### src/rtl/serial_rx_pkg.sv
package serial_rx_pkg;
  typedef enum logic [2:0] {
    RX_IDLE   = 3'd0,
    RX_START  = 3'd1,
    RX_DATA   = 3'd2,
    RX_PARITY = 3'd3,
    RX_STOP   = 3'd4
  } rx_state_e;
endpackage

### src/rtl/srx_sync.sv
module srx_sync #(
  parameter int STAGES = 2
) (
  input  logic clk,
  input  logic rst_n,
  input  logic line_i,
  output logic line_s_o,
  output logic fall_o
);
  logic [STAGES-1:0] chain_q;
  logic              last_q;

  // synchronizer chain, reset to idle-high
  always_ff @(posedge clk or negedge rst_n) begin
    if (!rst_n) begin
      chain_q <= '1;
      last_q  <= 1'b1;
    end else begin
      chain_q <= {chain_q[STAGES-2:0], line_i};
      last_q  <= chain_q[STAGES-1];
    end
  end

  assign line_s_o = chain_q[STAGES-1];
  assign fall_o   = last_q & ~chain_q[STAGES-1];
endmodule

### src/rtl/srx_bitclk.sv
module srx_bitclk #(
  parameter int                  PER_W   = 16,
  parameter logic [PER_W-1:0]    DEF_PER = 16'd434
) (
  input  logic             clk,
  input  logic             rst_n,
  input  logic             wr_i,
  input  logic [PER_W-1:0] wr_val_i,
  input  logic             start_i,
  input  logic             reload_i,
  output logic             tick_o
);
  logic [PER_W-1:0] period_q, frame_per_q, cnt_q;
  logic [PER_W-1:0] eff_per, half_per, half_load, cnt_d, frame_per_d, period_d;

  always_comb begin
    eff_per   = wr_i ? wr_val_i : period_q;   // same-clock write bypass
    half_per  = eff_per >> 1;
    half_load = (half_per == '0) ? '0 : half_per - 1'b1;
    period_d    = wr_i ? wr_val_i : period_q;
    frame_per_d = start_i ? eff_per : frame_per_q;
    if (start_i)
      cnt_d = half_load;
    else if (reload_i)
      cnt_d = (frame_per_q == '0) ? '0 : frame_per_q - 1'b1;
    else if (cnt_q != '0)
      cnt_d = cnt_q - 1'b1;
    else
      cnt_d = cnt_q;
  end

  always_ff @(posedge clk or negedge rst_n) begin
    if (!rst_n) begin
      period_q    <= DEF_PER;
      frame_per_q <= DEF_PER;
      cnt_q       <= '0;
    end else begin
      period_q    <= period_d;
      frame_per_q <= frame_per_d;
      cnt_q       <= cnt_d;
    end
  end

  assign tick_o = (cnt_q == '0);

  AST_WR_LOADS: assert property (@(posedge clk) disable iff (!rst_n)
    wr_i |=> period_q == $past(wr_val_i));
  AST_FRAME_PER_FROZEN: assert property (@(posedge clk) disable iff (!rst_n)
    !start_i |=> $stable(frame_per_q));
endmodule

### src/rtl/srx_frame.sv
module srx_frame
  import serial_rx_pkg::*;
#(
  parameter int DATA_W = 8
) (
  input  logic              clk,
  input  logic              rst_n,
  input  logic              en_i,
  input  logic              line_s_i,
  input  logic              fall_i,
  input  logic              tick_i,
  output logic              start_o,
  output logic              reload_o,
  output logic [DATA_W-1:0] byte_o,
  output logic              perr_o,
  output logic              valid_o
);
  localparam int IDX_W = $clog2(DATA_W);
  localparam logic [IDX_W-1:0] LAST_IDX = IDX_W'(DATA_W - 1);

  rx_state_e         state_q, state_d;
  logic [IDX_W-1:0]  idx_q, idx_d;
  logic [DATA_W-1:0] sh_q, sh_d, byte_q;
  logic              par_q, par_d, perr_q, valid_q, cap;

  always_comb begin
    state_d  = state_q;
    idx_d    = idx_q;
    sh_d     = sh_q;
    par_d    = par_q;
    start_o  = 1'b0;
    reload_o = 1'b0;
    cap      = 1'b0;
    unique case (state_q)
      RX_IDLE: begin
        if (en_i && fall_i) begin
          state_d = RX_START;
          start_o = 1'b1;
        end
      end
      RX_START: begin
        if (tick_i) begin
          if (!line_s_i) begin
            state_d  = RX_DATA;
            reload_o = 1'b1;
            idx_d    = '0;
          end else begin
            state_d = RX_IDLE;
          end
        end
      end
      RX_DATA: begin
        if (tick_i) begin
          sh_d     = {line_s_i, sh_q[DATA_W-1:1]};
          reload_o = 1'b1;
          if (idx_q == LAST_IDX) state_d = RX_PARITY;
          else                   idx_d   = idx_q + 1'b1;
        end
      end
      RX_PARITY: begin
        if (tick_i) begin
          par_d    = line_s_i;
          reload_o = 1'b1;
          state_d  = RX_STOP;
        end
      end
      RX_STOP: begin
        if (tick_i) begin
          state_d = RX_IDLE;
          cap     = line_s_i;
        end
      end
      default: state_d = RX_IDLE;
    endcase
  end

  always_ff @(posedge clk or negedge rst_n) begin
    if (!rst_n) begin
      state_q <= RX_IDLE;
      idx_q   <= '0;
      sh_q    <= '0;
      par_q   <= 1'b0;
      byte_q  <= '0;
      perr_q  <= 1'b0;
      valid_q <= 1'b0;
    end else begin
      state_q <= state_d;
      idx_q   <= idx_d;
      sh_q    <= sh_d;
      par_q   <= par_d;
      valid_q <= cap;
      if (cap) begin
        byte_q <= sh_q;
        perr_q <= (^sh_q) ^ par_q;
      end
    end
  end

  assign byte_o  = byte_q;
  assign perr_o  = perr_q;
  assign valid_o = valid_q;

  AST_VALID_PULSE: assert property (@(posedge clk) disable iff (!rst_n)
    valid_q |=> !valid_q);
  AST_OUT_HOLD: assert property (@(posedge clk) disable iff (!rst_n)
    !valid_q |-> ($stable(byte_q) && $stable(perr_q)));
  AST_EN_GATES: assert property (@(posedge clk) disable iff (!rst_n)
    (state_q == RX_IDLE && !en_i) |=> state_q == RX_IDLE);
  AST_FALSE_START: assert property (@(posedge clk) disable iff (!rst_n)
    (state_q == RX_START && tick_i && line_s_i) |=> (state_q == RX_IDLE && !valid_q));
  AST_STOP_LOW: assert property (@(posedge clk) disable iff (!rst_n)
    (state_q == RX_STOP && tick_i && !line_s_i) |=> !valid_q);
endmodule

### src/rtl/serial_rx_parity.sv
module serial_rx_parity #(
  parameter int CLK_HZ      = 50_000_000,
  parameter int BAUD        = 115_200,
  parameter int PER_W       = 16,
  parameter int DATA_W      = 8,
  parameter int SYNC_STAGES = 2
) (
  input  logic              clk,
  input  logic              rst_n,
  input  logic              bit_len_wr_i,
  input  logic [PER_W-1:0]  bit_len_i,
  input  logic              rxd_i,
  input  logic              rx_en_i,
  output logic [DATA_W-1:0] rx_byte_o,
  output logic              rx_perr_o,
  output logic              rx_valid_o
);
  localparam int               DEF_PER   = CLK_HZ / BAUD;
  localparam logic [PER_W-1:0] DEF_PER_V = PER_W'(DEF_PER);

  logic line_s, fall, tick, start, reload;

  srx_sync #(.STAGES(SYNC_STAGES)) u_sync (
    .clk      (clk),
    .rst_n    (rst_n),
    .line_i   (rxd_i),
    .line_s_o (line_s),
    .fall_o   (fall)
  );

  srx_bitclk #(.PER_W(PER_W), .DEF_PER(DEF_PER_V)) u_bitclk (
    .clk      (clk),
    .rst_n    (rst_n),
    .wr_i     (bit_len_wr_i),
    .wr_val_i (bit_len_i),
    .start_i  (start),
    .reload_i (reload),
    .tick_o   (tick)
  );

  srx_frame #(.DATA_W(DATA_W)) u_frame (
    .clk      (clk),
    .rst_n    (rst_n),
    .en_i     (rx_en_i),
    .line_s_i (line_s),
    .fall_i   (fall),
    .tick_i   (tick),
    .start_o  (start),
    .reload_o (reload),
    .byte_o   (rx_byte_o),
    .perr_o   (rx_perr_o),
    .valid_o  (rx_valid_o)
  );
endmodule

### config.mk
export PLATFORM = sky130hd
export DESIGN_NAME = serial_rx_parity
export DESIGN_NICKNAME = d
export VERILOG_FILES = /design/src/rtl/serial_rx_pkg.sv /design/src/rtl/srx_sync.sv /design/src/rtl/srx_bitclk.sv /design/src/rtl/srx_frame.sv /design/src/rtl/serial_rx_parity.sv
export SDC_FILE = /design/constraint.sdc
export NUM_CORES = 1
export LEC_CHECK = 0
export ABC_AREA = 1
export BUFFER_PORTS_ARGS = -buffer_cell sky130_fd_sc_hd__buf_2
export CAP_MARGIN = 20
export CORE_AREA = 4 4 166 104
export CTS_BUF_LIST = sky130_fd_sc_hd__clkbuf_16
export DETAILED_ROUTE_END_ITERATION = 8
export DIE_AREA = 0 0 170 108
export GPL_TIMING_DRIVEN = 0
export SETUP_SLACK_MARGIN = 0.3
export SLEW_MARGIN = 20
export SYNTH_ARGS = -nofsm -noshare
export SYNTH_HDL_FRONTEND = slang
export SYNTH_HIERARCHICAL = 1
export SYNTH_SLANG_ARGS = --single-unit
### constraint.sdc
create_clock -name clk -period 2.3 [get_ports clk]
set_input_delay 0.23 -clock clk [delete_from_list [all_inputs] [get_ports clk]]
set_output_delay 0.23 -clock clk [all_outputs]
set_load 0.02 [all_outputs]
==> flow_summary.yaml <==
clock_tree:
  clk_latency_ns: 0.34
  clock_sinks: 76
  clk_pin_slew_ns: 0.07
  cts_buffers: 9
  ctsHtreeMaxLevel: 3
  cts-root-buf: "clkbuf_16"
  clockBufferDepth: 2
  cts_tree: "yes"
layout:
  multi_input_area_um2: 2490
  fin_util_pct: 36.4
  register_area_um2: 1920
  final_cells: 908
  nFillCells: 1649
  area_growth_pct: 23.5
  final_nets: 721
  mostFrequentLayoutCells: "nand2_1 (193), inv_1 (74), dfrtp_1 (63)"
  final_common_cell: "nand2_1"
  layout-drive-gt1-share_pct: 25.8
  diodes: 0
timing:
  period_needed_ns: 2.04
  setup_viol: 0
  whs_ns: 0.121
  hold_violations: 0
  max_freq_mhz: 491
  period_share_pct: 88.6
  rsz0062_at_grt: "true"
  clock_skew_ns: 0.0134
  relSlewSlack_pct: 67.7
  worst_slew_pin_slew_ns: 0.480
  slew_viol_final: 0
die:
  die-width_um: 170
  dieArea_um2: 18400
  core-area_um2: 15800
  boundaryPins: 31
  rows: 36
  start_util_pct: 29.5
  die_h_um: 108
critical_path:
  path_max_fanout: 10
  crit_cells: 15
  cp_slowest_stage_delay_ns: 0.39
  rr_startpoint: "u_bitclk/cnt_q[1]$_DFFE_PN0P_"
  arrival_ns: 2.31
  startpoint: "u_bitclk/cnt_q[1]$_DFFE_PN0P_"
  critical_path_required_ns: 2.57
  r2r-end: "u_bitclk/cnt_q[1]$_DFFE_PN0P_"
  r2r_slack_ns: 0.26
  critPathBufInv: 7
  cp_slowest_cell: "dfrtp_1"
  setup.worst_path.end: "u_bitclk/cnt_q[1]$_DFFE_PN0P_"
  path_delay_family: "buffers and inverters"
  worst-r2r-cell-count: 15
  path_cells: "inv_2 -> ha_4 -> inv_2 -> nor2_2 -> nand3_2 -> nor2_4 -> inv_4 -> o21ai_4 -> buf_12 -> inv_2 -> buf_8 -> nand4_1 -> buf_4 -> nor2_1 -> a21oi_1"
  path_class: "register to register"
  cp_common_cell: "inv_2"
  cp-start-kind: "register"
  worstSetupEndpointType: "register"
power_and_ir_drop:
  p_int_mw: 3.31
  irDropWorstVdd_v: 0.000327
  power.leakage_nw: 2.80
  p_comb_share_pct: 36.9
  p_seq_share_pct: 36.2
  switchingPower_mw: 2.17
  power_density_nw_per_um2: 951
  p_clk_share_pct: 26.9
  netSwitchingFraction_pct: 39.6
routing:
  first_pass_iters: 5
  drc_errors: 0
  wl_um: 12000
  wl_per_cell_um: 13.3
  via_per_inst: 4.59
  vias: 4170
  final_antenna_net_count: 0
  drtIter0Drc: 251
yosys:
  ys_ff_latch: 76
  yosysWarnings: 6
  synthesis.area_um2: 4660
  synthTopCellsByArea: "dfrtp_1 (34%), nand2_1 (16%), dfstp_2 (7.3%), inv_1 (6.5%), nor2_1 (5.3%)"
  yosysUniqueCellTypes: 38
  synth_top_area_cell: "dfrtp_1"
  yosys.area.top_type_share_pct: 33.8
  synth_fp_nets: 667
  syn_area_per_cell_um2: 7.28
  syn_inst: 640
  yosysSeqAreaShare_pct: 41.1
grt:
  grt_max_degree: 55
  grt_pass1_wl_um: 19900
  grt_pass1_vias: 3847
  overflow: 0
  track_usage_pct: 13.7
  antenna_found_initial: 0
run:
  drv_cap: 0
placed_design:
  routabilityCongestion: 0.899
  port_buffers: 29
  dp_cells: 879
  place_hpwl_um: 8990
outcome:
  status: "finished, final reports clean"
hold_path:
  hp-class: "input pin to register"
  worstHoldStart: "bit_len_i[15]"
[routing by layer]
layer  global-route usage [%]  routed length, um  share of wire [%]
met5                        0                  0                  0
met4                     2.91                 99               0.82
met3                     3.32                799                6.6
met2                     18.1               4430                 37
met1                     22.1               6710                 56
[logic make-up after synthesis]
group,count (synthesis),share of synthesized area (%)
buf+inv,101,9.53
fa+ha+maj,6,1.61
xor+xnor,19,3.57
compound gates,82,10.3
flops,76,41.1
simple gates,356,33.9
[final cells by class]
| class | instances | area share, % |
|---|---|---|
| timing repair buffer | 42 | 5.04 |
| buffer | 12 | 2.11 |
| timing repair inverter | 1 | 0.109 |
| sequential | 76 | 33.3 |
| inverter | 89 | 6.28 |
| clock inverter | 7 | 1.39 |
| tap | 209 | 4.54 |
| multi-input combinational | 463 | 43.3 |
| clock buffer | 9 | 3.91 |
[worst min-delay path by stage]
| stage | end | slack, ns | cells after the start |
|---|---|---|---|
| 2_1_floorplan | u_bitclk/cnt_q[0]$_DFFE_PN0P_ | -0.07 | 0 |
| 3_3_place_gp | u_sync/chain_q[0]$_DFF_PN1_ | 0.34 | 1 |
| 3_5_place_dp | u_bitclk/cnt_q[10]$_DFFE_PN0P_ | 0.17 | 1 |
| 4_1_cts | u_bitclk/period_q[15]$_DFF_PN0_ | 0.11 | 3 |
| 5_1_grt | u_bitclk/period_q[15]$_DFF_PN0_ | 0.14 | 3 |
| 6_report | u_bitclk/period_q[15]$_DFF_PN0_ | 0.12 | 3 |
[metrics by stage]
| step | cell area (um2) | setup TNS, ns | setup slack (ns) | total power [mW] |
|---|---|---|---|---|
| after global routing | 5760 | 0 | 0.162 | 5.91 |
| after detailed placement | 5100 | -4.79 | -0.383 | 3.74 |
| final | 5760 | 0 | 0.263 | 5.48 |
| after global placement | 5070 | -4.63 | -0.367 | 3.72 |
| after floorplan | 4670 | 0 | 0.318 | 3.30 |
| after CTS | 5590 | 0 | 0.270 | 5.37 |
[Yosys cell counts, drive strengths merged]
cell      n
clkinv    1
or2       1
ha        6
xor2     15
clkbuf    3
nand4    12
a21oi    20
nor4      1
dfrtp    63
o21bai    2
nor3      4
a21o      1
nand3b    5
inv      88
nand3    39
nand2   218
dfstp    13
xnor2     4
and2      1
o21ai    59
nor2     75
buf       9
[what timing repair did]
action / CTS / global route
pin swaps: 9 / 13
hold endpoints to repair: 18 / 0
gates resized for setup: 37 / 43
gates cloned: 0 / 1
setup buffers: 7 / 3
setup endpoints to repair: 27 / 29
hold buffers: 2 / 0
[state kept, by name, indices dropped and copies added, names as in the netlist]
name / flops
u_bitclk/frame_per_q: 16
u_frame/valid_o: 1
u_frame/byte_o: 8
u_sync/chain_q: 2
u_frame/idx_q: 3
u_bitclk/period_q: 16
u_sync/last_q: 1
u_bitclk/cnt_q: 16
u_frame/par_q: 1
u_frame/perr_o: 1
u_frame/sh_q: 8
u_frame/state_q: 3
[power by group through the flow]
stage,Sequential (mW),Combinational [mW],Clock (mW)
after floorplan,1.90,1.40,0
after global placement,1.98,1.74,0
after detailed placement,1.97,1.77,0
after CTS,1.96,1.89,1.52
after global routing,2.03,2.32,1.56
final,1.98,2.02,1.47
[tightest hold or removal path: stages]
cell and delay [ns]:
buf_2 0.08, nand2_1 0.04, nand2_1 0.08
(Power assumes the default switching activity.)
